**src/rtl/mwr_pkg.sv**
```systemverilog
package mwr_pkg;
    typedef enum logic {
        ORG_BYTE = 1'b0,
        ORG_WORD = 1'b1
    } org_e;
endpackage

```
**src/rtl/mwr_word_index.sv**
```systemverilog
module mwr_word_index
    import mwr_pkg::*;
#(
    parameter int AW = 6
) (
    input  org_e          org,
    input  logic [AW:0]   addr_i,
    output logic [AW-1:0] word_o
);
    always_comb begin
        if (org == ORG_WORD) word_o = addr_i[AW-1:0];
        else                 word_o = addr_i[AW:1];
    end
endmodule

```
**src/rtl/mwr_addr_step.sv**
```systemverilog
module mwr_addr_step
    import mwr_pkg::*;
#(
    parameter int AW = 6
) (
    input  org_e        org,
    input  logic [AW:0] addr_i,
    output logic [AW:0] addr_o
);
    localparam logic [AW-1:0] WORD_ONE = AW'(1);
    localparam logic [AW:0]   BYTE_ONE = (AW + 1)'(1);

    always_comb begin
        if (org == ORG_WORD) addr_o = {1'b0, addr_i[AW-1:0] + WORD_ONE};
        else                 addr_o = addr_i + BYTE_ONE;
    end
endmodule

```
**src/rtl/mwr_lane_pick.sv**
```systemverilog
module mwr_lane_pick
    import mwr_pkg::*;
#(
    parameter int DW = 16
) (
    input  org_e          org,
    input  logic          odd,
    input  logic [DW-1:0] word_i,
    output logic [DW-1:0] aligned_o
);
    localparam int HW = DW / 2;

    always_comb begin
        if (org == ORG_WORD) aligned_o = word_i;
        else if (odd)        aligned_o = {word_i[HW-1:0], {HW{1'b0}}};
        else                 aligned_o = {word_i[DW-1:HW], {HW{1'b0}}};
    end
endmodule

```
**src/rtl/mw_read_streamer.sv**
```systemverilog
module mw_read_streamer
    import mwr_pkg::*;
#(
    parameter int AW = 6,
    parameter int DW = 16
) (
    input  logic          clk,
    input  logic          rst_n,
    input  logic          sclk_rise,
    input  logic          cs,
    input  logic          rd_start,
    input  logic [AW:0]   rd_addr,
    input  logic          wide_mode,
    output logic          mem_ren,
    output logic [AW-1:0] mem_addr,
    input  logic [DW-1:0] mem_rdata,
    output logic          so_data,
    output logic          so_en
);
    localparam int HW = DW / 2;
    localparam int CW = $clog2(DW + 1);
    localparam logic [CW-1:0] LAST_WORD = CW'(DW - 1);
    localparam logic [CW-1:0] LAST_BYTE = CW'(HW - 1);

    typedef struct packed {
        logic          act;
        org_e          org;
        logic          pend;
        logic [AW:0]   addr;
        logic [DW-1:0] hold;
        logic [DW-1:0] sh;
        logic [CW-1:0] left;
    } st_t;

    st_t st_d, st_q;

    org_e          start_org;
    logic [AW-1:0] start_word;
    logic [AW:0]   step_addr;
    logic [AW-1:0] step_word;
    logic [DW-1:0] aligned;

    assign start_org = wide_mode ? ORG_WORD : ORG_BYTE;

    mwr_word_index #(.AW(AW)) u_idx_start (
        .org    (start_org),
        .addr_i (rd_addr),
        .word_o (start_word)
    );

    mwr_addr_step #(.AW(AW)) u_step (
        .org    (st_q.org),
        .addr_i (st_q.addr),
        .addr_o (step_addr)
    );

    mwr_word_index #(.AW(AW)) u_idx_next (
        .org    (st_q.org),
        .addr_i (step_addr),
        .word_o (step_word)
    );

    mwr_lane_pick #(.DW(DW)) u_pick (
        .org       (st_q.org),
        .odd       (st_q.addr[0]),
        .word_i    (st_q.hold),
        .aligned_o (aligned)
    );

    always_comb begin
        st_d     = st_q;
        mem_ren  = 1'b0;
        mem_addr = step_word;
        if (st_q.pend) begin
            st_d.hold = mem_rdata;
            st_d.pend = 1'b0;
        end
        if (!cs) begin
            st_d.act = 1'b0;
        end else if (rd_start) begin
            st_d.act  = 1'b1;
            st_d.org  = start_org;
            st_d.addr = rd_addr;
            st_d.sh   = '0;
            st_d.left = '0;
            st_d.pend = 1'b1;
            mem_ren   = 1'b1;
            mem_addr  = start_word;
        end else if (st_q.act && sclk_rise) begin
            if (st_q.left == '0) begin
                st_d.sh   = aligned;
                st_d.left = (st_q.org == ORG_WORD) ? LAST_WORD : LAST_BYTE;
                st_d.addr = step_addr;
                st_d.pend = 1'b1;
                mem_ren   = 1'b1;
                mem_addr  = step_word;
            end else begin
                st_d.sh   = {st_q.sh[DW-2:0], 1'b0};
                st_d.left = st_q.left - CW'(1);
            end
        end
    end

    always_ff @(posedge clk or negedge rst_n) begin
        if (!rst_n) begin
            st_q <= '{act: 1'b0, org: ORG_WORD, pend: 1'b0, addr: '0,
                      hold: '0, sh: '0, left: '0};
        end else begin
            st_q <= st_d;
        end
    end

    assign so_en   = st_q.act;
    assign so_data = st_q.act & st_q.sh[DW-1];
endmodule

```
**config.mk**
```make
export PLATFORM = sky130hd
export DESIGN_NAME = mw_read_streamer
export DESIGN_NICKNAME = d
export VERILOG_FILES = /design/src/rtl/mwr_pkg.sv /design/src/rtl/mwr_word_index.sv /design/src/rtl/mwr_addr_step.sv /design/src/rtl/mwr_lane_pick.sv /design/src/rtl/mw_read_streamer.sv
export SDC_FILE = /design/constraint.sdc
export NUM_CORES = 1
export LEC_CHECK = 0
export ABC_AREA = 1
export BUFFER_PORTS_ARGS = -buffer_cell sky130_fd_sc_hd__clkbuf_2
export CAP_MARGIN = 20
export CORE_ASPECT_RATIO = 1.75
export CORE_MARGIN = 10
export CORE_UTILIZATION = 60
export DETAILED_ROUTE_END_ITERATION = 10
export GPL_ROUTABILITY_DRIVEN = 0
export PLACE_DENSITY = 0.81
export SYNTH_ARGS = -nofsm -noshare
export SYNTH_HDL_FRONTEND = slang
export SYNTH_HIERARCHICAL = 1
export SYNTH_SLANG_ARGS = --single-unit
export TNS_END_PERCENT = 1
```
**constraint.sdc**
```tcl
create_clock -name clk -period 3.05 [get_ports clk]
set_input_delay 0.1525 -clock clk [delete_from_list [all_inputs] [get_ports clk]]
set_output_delay 0.1525 -clock clk [all_outputs]
set_load 0.005 [all_outputs]
```
Yosys cells after proc, flatten, opt, wreduce, memory -nomap -nowiden
Cells that the tools add are included.

Register bits: 47. Input bits: 29. Output and inout bits: 9.

Add/subtract/negate cells: 3. Equal/unequal tests: 1. Mux-type cells: 22. Bitwise gates (word level): 1. Reductions and logical operators: 7.

Operators by type and width (count): two-way mux 21 bit (3); two-way mux 16 bit (2); two-way mux 8 bit (4); two-way mux 6 bit (4); adder 7 x 1 -> 7 bit (second input constant) (1); two-way mux 7 bit (1); adder 6 x 1 -> 6 bit (second input constant) (1); two-way mux 1 bit (6); logical NOT 5 bit (1); subtractor 5 x 1 -> 5 bit (second input constant) (1); two-way mux 4 bit (1); AND reduction 2 bit (2); nonzero test 2 bit (2); AND reduction 3 bit (1); two-way mux 2 bit (1); inequality test 2 x 1 -> 1 bit (second input constant) (1); AND 1 bit (1); logical AND 1 bit (1).

Longest topological paths before layout
Depth after elaboration: 6. Mapped depth: 9. Depth with buffers taken out: 9.

By module
Netlist, hierarchy kept.

By module, submodules not included: mw_read_streamer (times used 1, cells each 256, area an instance 2243.4 um2, sequential area each 1177.4 um2); mwr_lane_pick (times used 1, cells each 44, area an instance 191.4 um2, sequential area each 0.0 um2); mwr_word_index (times used 2, cells each 19, area an instance 71.3 um2, sequential area each 0.0 um2); mwr_addr_step (times used 1, cells each 24, area an instance 132.6 um2, sequential area each 0.0 um2).

Least setup slack after synthesis
Ideal clock, no wire load.

Path kind: register to register. Start: register st_q[0] in the netlist's numbering. End: register st_q[39] in the netlist's numbering. Library setup time: 117 ps. Data arrival time: 1236 ps. Path slack: 1697 ps. Cell stages (with the launch flop): 8. Path buffers: 0. Cell sequence: dfrtp_1 inv_1 ha_1 nand3_2 o21ai_4 inv_2 nand2_1 nand2_1.

Word-level cells in the longest chain between the ends: 3.

Ends and longest elaborated chain: start: declaration (line mw_read_streamer.sv:35) `st_t st_d, st_q;`; start signal: assignment (line mw_read_streamer.sv:106) `st_q <= '{act: 1'b0, org: ORG_WORD, pend: 1'b0, addr: '0,`; start signal: assignment (line mw_read_streamer.sv:109) `st_q <= st_d;`; logical NOT 5 bit (line mw_read_streamer.sv:90) `if (st_q.left == '0) begin`; nonzero test 2 bit (no source line); AND reduction 3 bit (no source line).

Every way passes these cells. A chain may end at the register's enable or synchronous reset.

Worst setup path after layout
Start: register st_q[37] in the netlist's numbering. End: output port mem_addr[4].

Word-level cells in the longest chain between the ends: 5.

Ends and longest elaborated chain: adder 7 x 1 -> 7 bit or adder 6 x 1 -> 6 bit (tied branches) (line mwr_addr_step.sv:15, mwr_addr_step.sv:14); two-way mux 7 bit * (line mwr_addr_step.sv:14) `if (org == ORG_WORD) addr_o = {1'b0, addr_i[AW-1:0] + WORD_ONE};`; via step_addr[4] (line mw_read_streamer.sv:39) `logic [AW:0] step_addr;`; two-way mux 6 bit * (line mwr_word_index.sv:11) `if (org == ORG_WORD) word_o = addr_i[AW-1:0];`; via step_word[4] (line mw_read_streamer.sv:40) `logic [AW-1:0] step_word;`; two-way mux 6 bit (line mw_read_streamer.sv:80) `end else if (rd_start) begin`; two-way mux 6 bit * (line mw_read_streamer.sv:78) `if (!cs) begin`; end: declaration (line mw_read_streamer.sv:15) `output logic [AW-1:0] mem_addr,`.

The timed path passes the listed nets; every way through them passes the cells marked *.

==> impl_summary.log <==
INFO  metric outcome = complete, no violations
INFO  metric core_region_area = 4404 um^2
INFO  metric number_of_buffers_inserted_during_clock_tree_synthesis = 5
INFO  metric critical_path.cell_chain = ha_1, nand3_1, xor2_1, inv_1, nand2_1, nand2_1, nand2_1, nand2_1, clkbuf_2
INFO  metric crit_path_top_delay_cell = dfrtp_1
INFO  metric p_leak = 1.664 nW
INFO  metric timing.rr.end = st_q[41]$_DFFE_PN0P_
INFO  metric grt_setup_unrepaired = no
INFO  metric viasPerCell = 5.304
INFO  metric reg2regPathDepth = 7
INFO  metric port-buffer-count = 37
INFO  metric synth.net_count = 393
INFO  metric finalNetCount = 429
INFO  metric min-delay-start = mem_rdata[6]
INFO  metric worst-path-stages = 9
INFO  metric cp_max_fanout = 13
INFO  metric number_of_endpoints_with_negative_hold_slack_in_the_final_report = 0
INFO  metric hpwl = 4764 um
INFO  metric drt_wl_total = 6331 um
INFO  metric finalSetupTns = 0 ns
INFO  metric final_max_slew_viol_count = 0
INFO  metric drive_above_1_share = 20.55%
INFO  metric floorplan.initialDensity = 61.53%
INFO  metric cp_num_buf_inv = 2
INFO  metric global_route_usage_over_all_layers = 17.04%
INFO  metric cpMostUsedCell = nand2_1
INFO  metric final_common_cell = nand2_1
INFO  metric detailedRoute.firstIterationViolations = 174
INFO  metric layout_min_cycle_time = 2.179 ns
INFO  metric grt_max_degree = 25
INFO  metric cts_root_buffer = clkbuf_8
INFO  metric drtPass1Iterations = 5
INFO  metric worst_setup_path_start_kind = flip-flop
INFO  metric placement_rows = 32
INFO  metric avgSynthCellArea = 7.486 um^2
INFO  metric final_min_period_over_clock_period = 71.46%
INFO  metric final-setup-viol-count = 0
INFO  metric critical_path.top_delay_family = flip-flops
INFO  metric io-pin-count = 38
INFO  metric reg2reg_slack = 1.18 ns
INFO  metric globalRouteOverflowTotal = 0
INFO  metric holdPathEnd = st_q[27]$_DFFE_PN0P_
INFO  metric worst_path_largest_cell_delay = 0.65 ns
INFO  metric power_density = 550.8 nW/um^2
INFO  metric fp.dieW = 70.81 um
INFO  metric timing.clock.skew = 0.007196 ns
INFO  metric syn-instance-count = 362
INFO  metric numClockSinks = 47
INFO  metric timing.fmax = 458.8 MHz
INFO  metric antenna-diode-count = 0
INFO  metric path_class = flip-flop to output port
INFO  metric vias = 2387
INFO  metric final_core_utilization = 68.58%
INFO  metric synth_seq_area_share = 43.44%
INFO  metric flow.area_growth_from_synthesis = 11.45%
INFO  metric final_cell_area = 3020 um^2
INFO  metric placed_cells_incl_taps = 441
INFO  metric fillCellCount = 381
INFO  metric clkSlewWorstSetupHoldPaths = 0.09 ns
INFO  metric htree_levels = 2
INFO  metric r2r-start = st_q[0]$_DFFE_PN0P_
INFO  metric area_used_by_multi_input_combinational_logic = 1291 um^2
INFO  metric number_of_antenna_violations_at_the_first_check_in_global_routing = 0
INFO  metric critical_path.endpoint_type = output port
INFO  metric clock_tree.buffer_depth = 2
INFO  metric worst_ep_required_time = 2.90 ns
INFO  metric die_height = 108.9 um
INFO  metric min_path_type = primary input to flip-flop
INFO  metric tightestPinTransition = 0.6699 ns
INFO  metric maxCapViolations = 0
INFO  metric final_antenna_net_count = 0
INFO  metric clock_insertion_delay_worst_skew = 0.31 ns
INFO  metric wl_per_cell = 14.07 um
INFO  metric design.die.area = 7711 um^2
INFO  metric slew_headroom = 55.34%
INFO  metric layoutNonFillerInstCount = 450
INFO  metric worst-endpoint-arrival = 2.03 ns
INFO  metric ys_ff_latch = 47
INFO  metric grt_first_pass_wirelength = 10960 um
INFO  metric grt_pass1_vias = 2342
INFO  metric area.sequential = 1177 um^2
INFO  metric layout_common_cells = 164 x nand2_1, 46 x dfrtp_1, 37 x inv_1, 37 x clkbuf_2, 18 x nor2_1
INFO  metric yosys_warnings = 6
INFO  metric syn_area = 2710 um^2
INFO  metric ir_drop = 0.4472 mV
INFO  metric synthDistinctLibCells = 28
INFO  metric tritoncts = done
INFO  metric place_area = 2922 um^2
INFO  metric post-route-drc-count = 0
INFO  metric min_delay_path_depth = 2
## final cells by class
class | instances | share of cell area (%)
Inverter | 43 | 5.344
Tap cell | 51 | 2.113
Multi-Input combinational cell | 260 | 42.75
Clock buffer | 6 | 2.403
Clock inverter | 2 | 0.5385
Sequential cell | 47 | 38.98
Timing Repair Buffer | 41 | 7.871
## power by group
part	leakage (nW)	internal [W]	switching [W]
Clock	0.0418	0.000165	0.000223
Combinational	1.02	0.000194	0.000283
Sequential	0.601	0.000709	0.0000896
## synthesized netlist by cell type
master / number / area (um^2)
or2_2: 1 / 6.260
nand2_1: 164 / 615.6
o211ai_1: 1 / 7.510
inv_1: 37 / 138.9
ha_1: 2 / 25.02
buf_2: 7 / 35.03
nor2_1: 18 / 67.56
dfrtp_1: 46 / 1151
a21oi_1: 2 / 10.01
o21ai_0: 5 / 25.02
xor2_1: 3 / 26.28
buf_6: 3 / 33.78
o22ai_1: 13 / 81.33
nand3b_1: 1 / 7.510
clkbuf_1: 1 / 3.750
nand4_1: 8 / 50.05
nand2_4: 1 / 11.26
inv_2: 6 / 22.52
o21ai_4: 1 / 16.27
o22ai_2: 1 / 12.51
nand3_2: 3 / 30.03
o21a_1: 1 / 7.510
mux2_2: 16 / 180.2
buf_4: 1 / 7.510
nor2_2: 3 / 18.77
dfstp_2: 1 / 26.28
nor2_4: 2 / 22.52
nand3_1: 14 / 70.07
## routing by layer
layer,track usage (%),up-vias,part of all wire [%]
met1,19.22,1128,40
met2,31.29,48,55
met5,0,-,0
li1,-,1203,-
met3,3.367,8,3.4
met4,5.000,0,1.5
## worst register-to-register path: cells and delay by family (launching register included)
kind / cells / cell delay, ns
buffers and inverters: 2 / 0.25
flip-flops: 1 / 0.36
adder cells (fa/ha/maj): 1 / 0.23
AND/OR/NAND/NOR: 3 / 0.50
AO/OA/AOI/OAI: 1 / 0.42
## timing repair
item,4_1_cts,5_1_grt
hold buffers,1,0
endpoints found under the hold margin,23,0
gates resized for setup,0,0
buffers inserted,0,0
## how the worst max path moves through the flow
stage	start	endpoint
5_1_grt	st_q[37]$_DFFE_PN0P_	mem_addr[2]
6_report	st_q[37]$_DFFE_PN0P_	mem_addr[4]
3_3_place_gp	st_q[0]$_DFFE_PN0P_	st_q[41]$_DFFE_PN0P_
2_1_floorplan	st_q[0]$_DFFE_PN0P_	st_q[39]$_DFFE_PN0P_
4_1_cts	st_q[37]$_DFFE_PN0P_	mem_addr[4]
3_5_place_dp	st_q[0]$_DFFE_PN0P_	st_q[41]$_DFFE_PN0P_
## stage by stage
step	hold WS, ns	worst slack (ns)	power, W
floorplan	-0.1431	1.697	0.001140
global route	0.05871	0.6890	0.001773
global placement	0.3863	1.231	0.001264
detailed placement	0.2020	1.190	0.001282
CTS	0.06419	0.8913	0.001665
finish	0.06481	0.8705	0.001664
## kinds of logic after synthesis
logic type                 count (synthesis)  synth area share [%]
AOI/OAI and AO/OA                         24                 5.910
xor gates and xnor gates                   3                0.9697
adders and majority gates                  2                0.9232
buffers and inverters                     55                 8.910
DFF                                       47                 43.44
muxes                                     16                 6.648
and+or+nand+nor                          215                 33.20
## flip-flops by register name (all words and copies together), names as in the netlist
name / cells
st_q: 46
so_en: 1
Note: power is estimated with default switching activity, not from simulation.
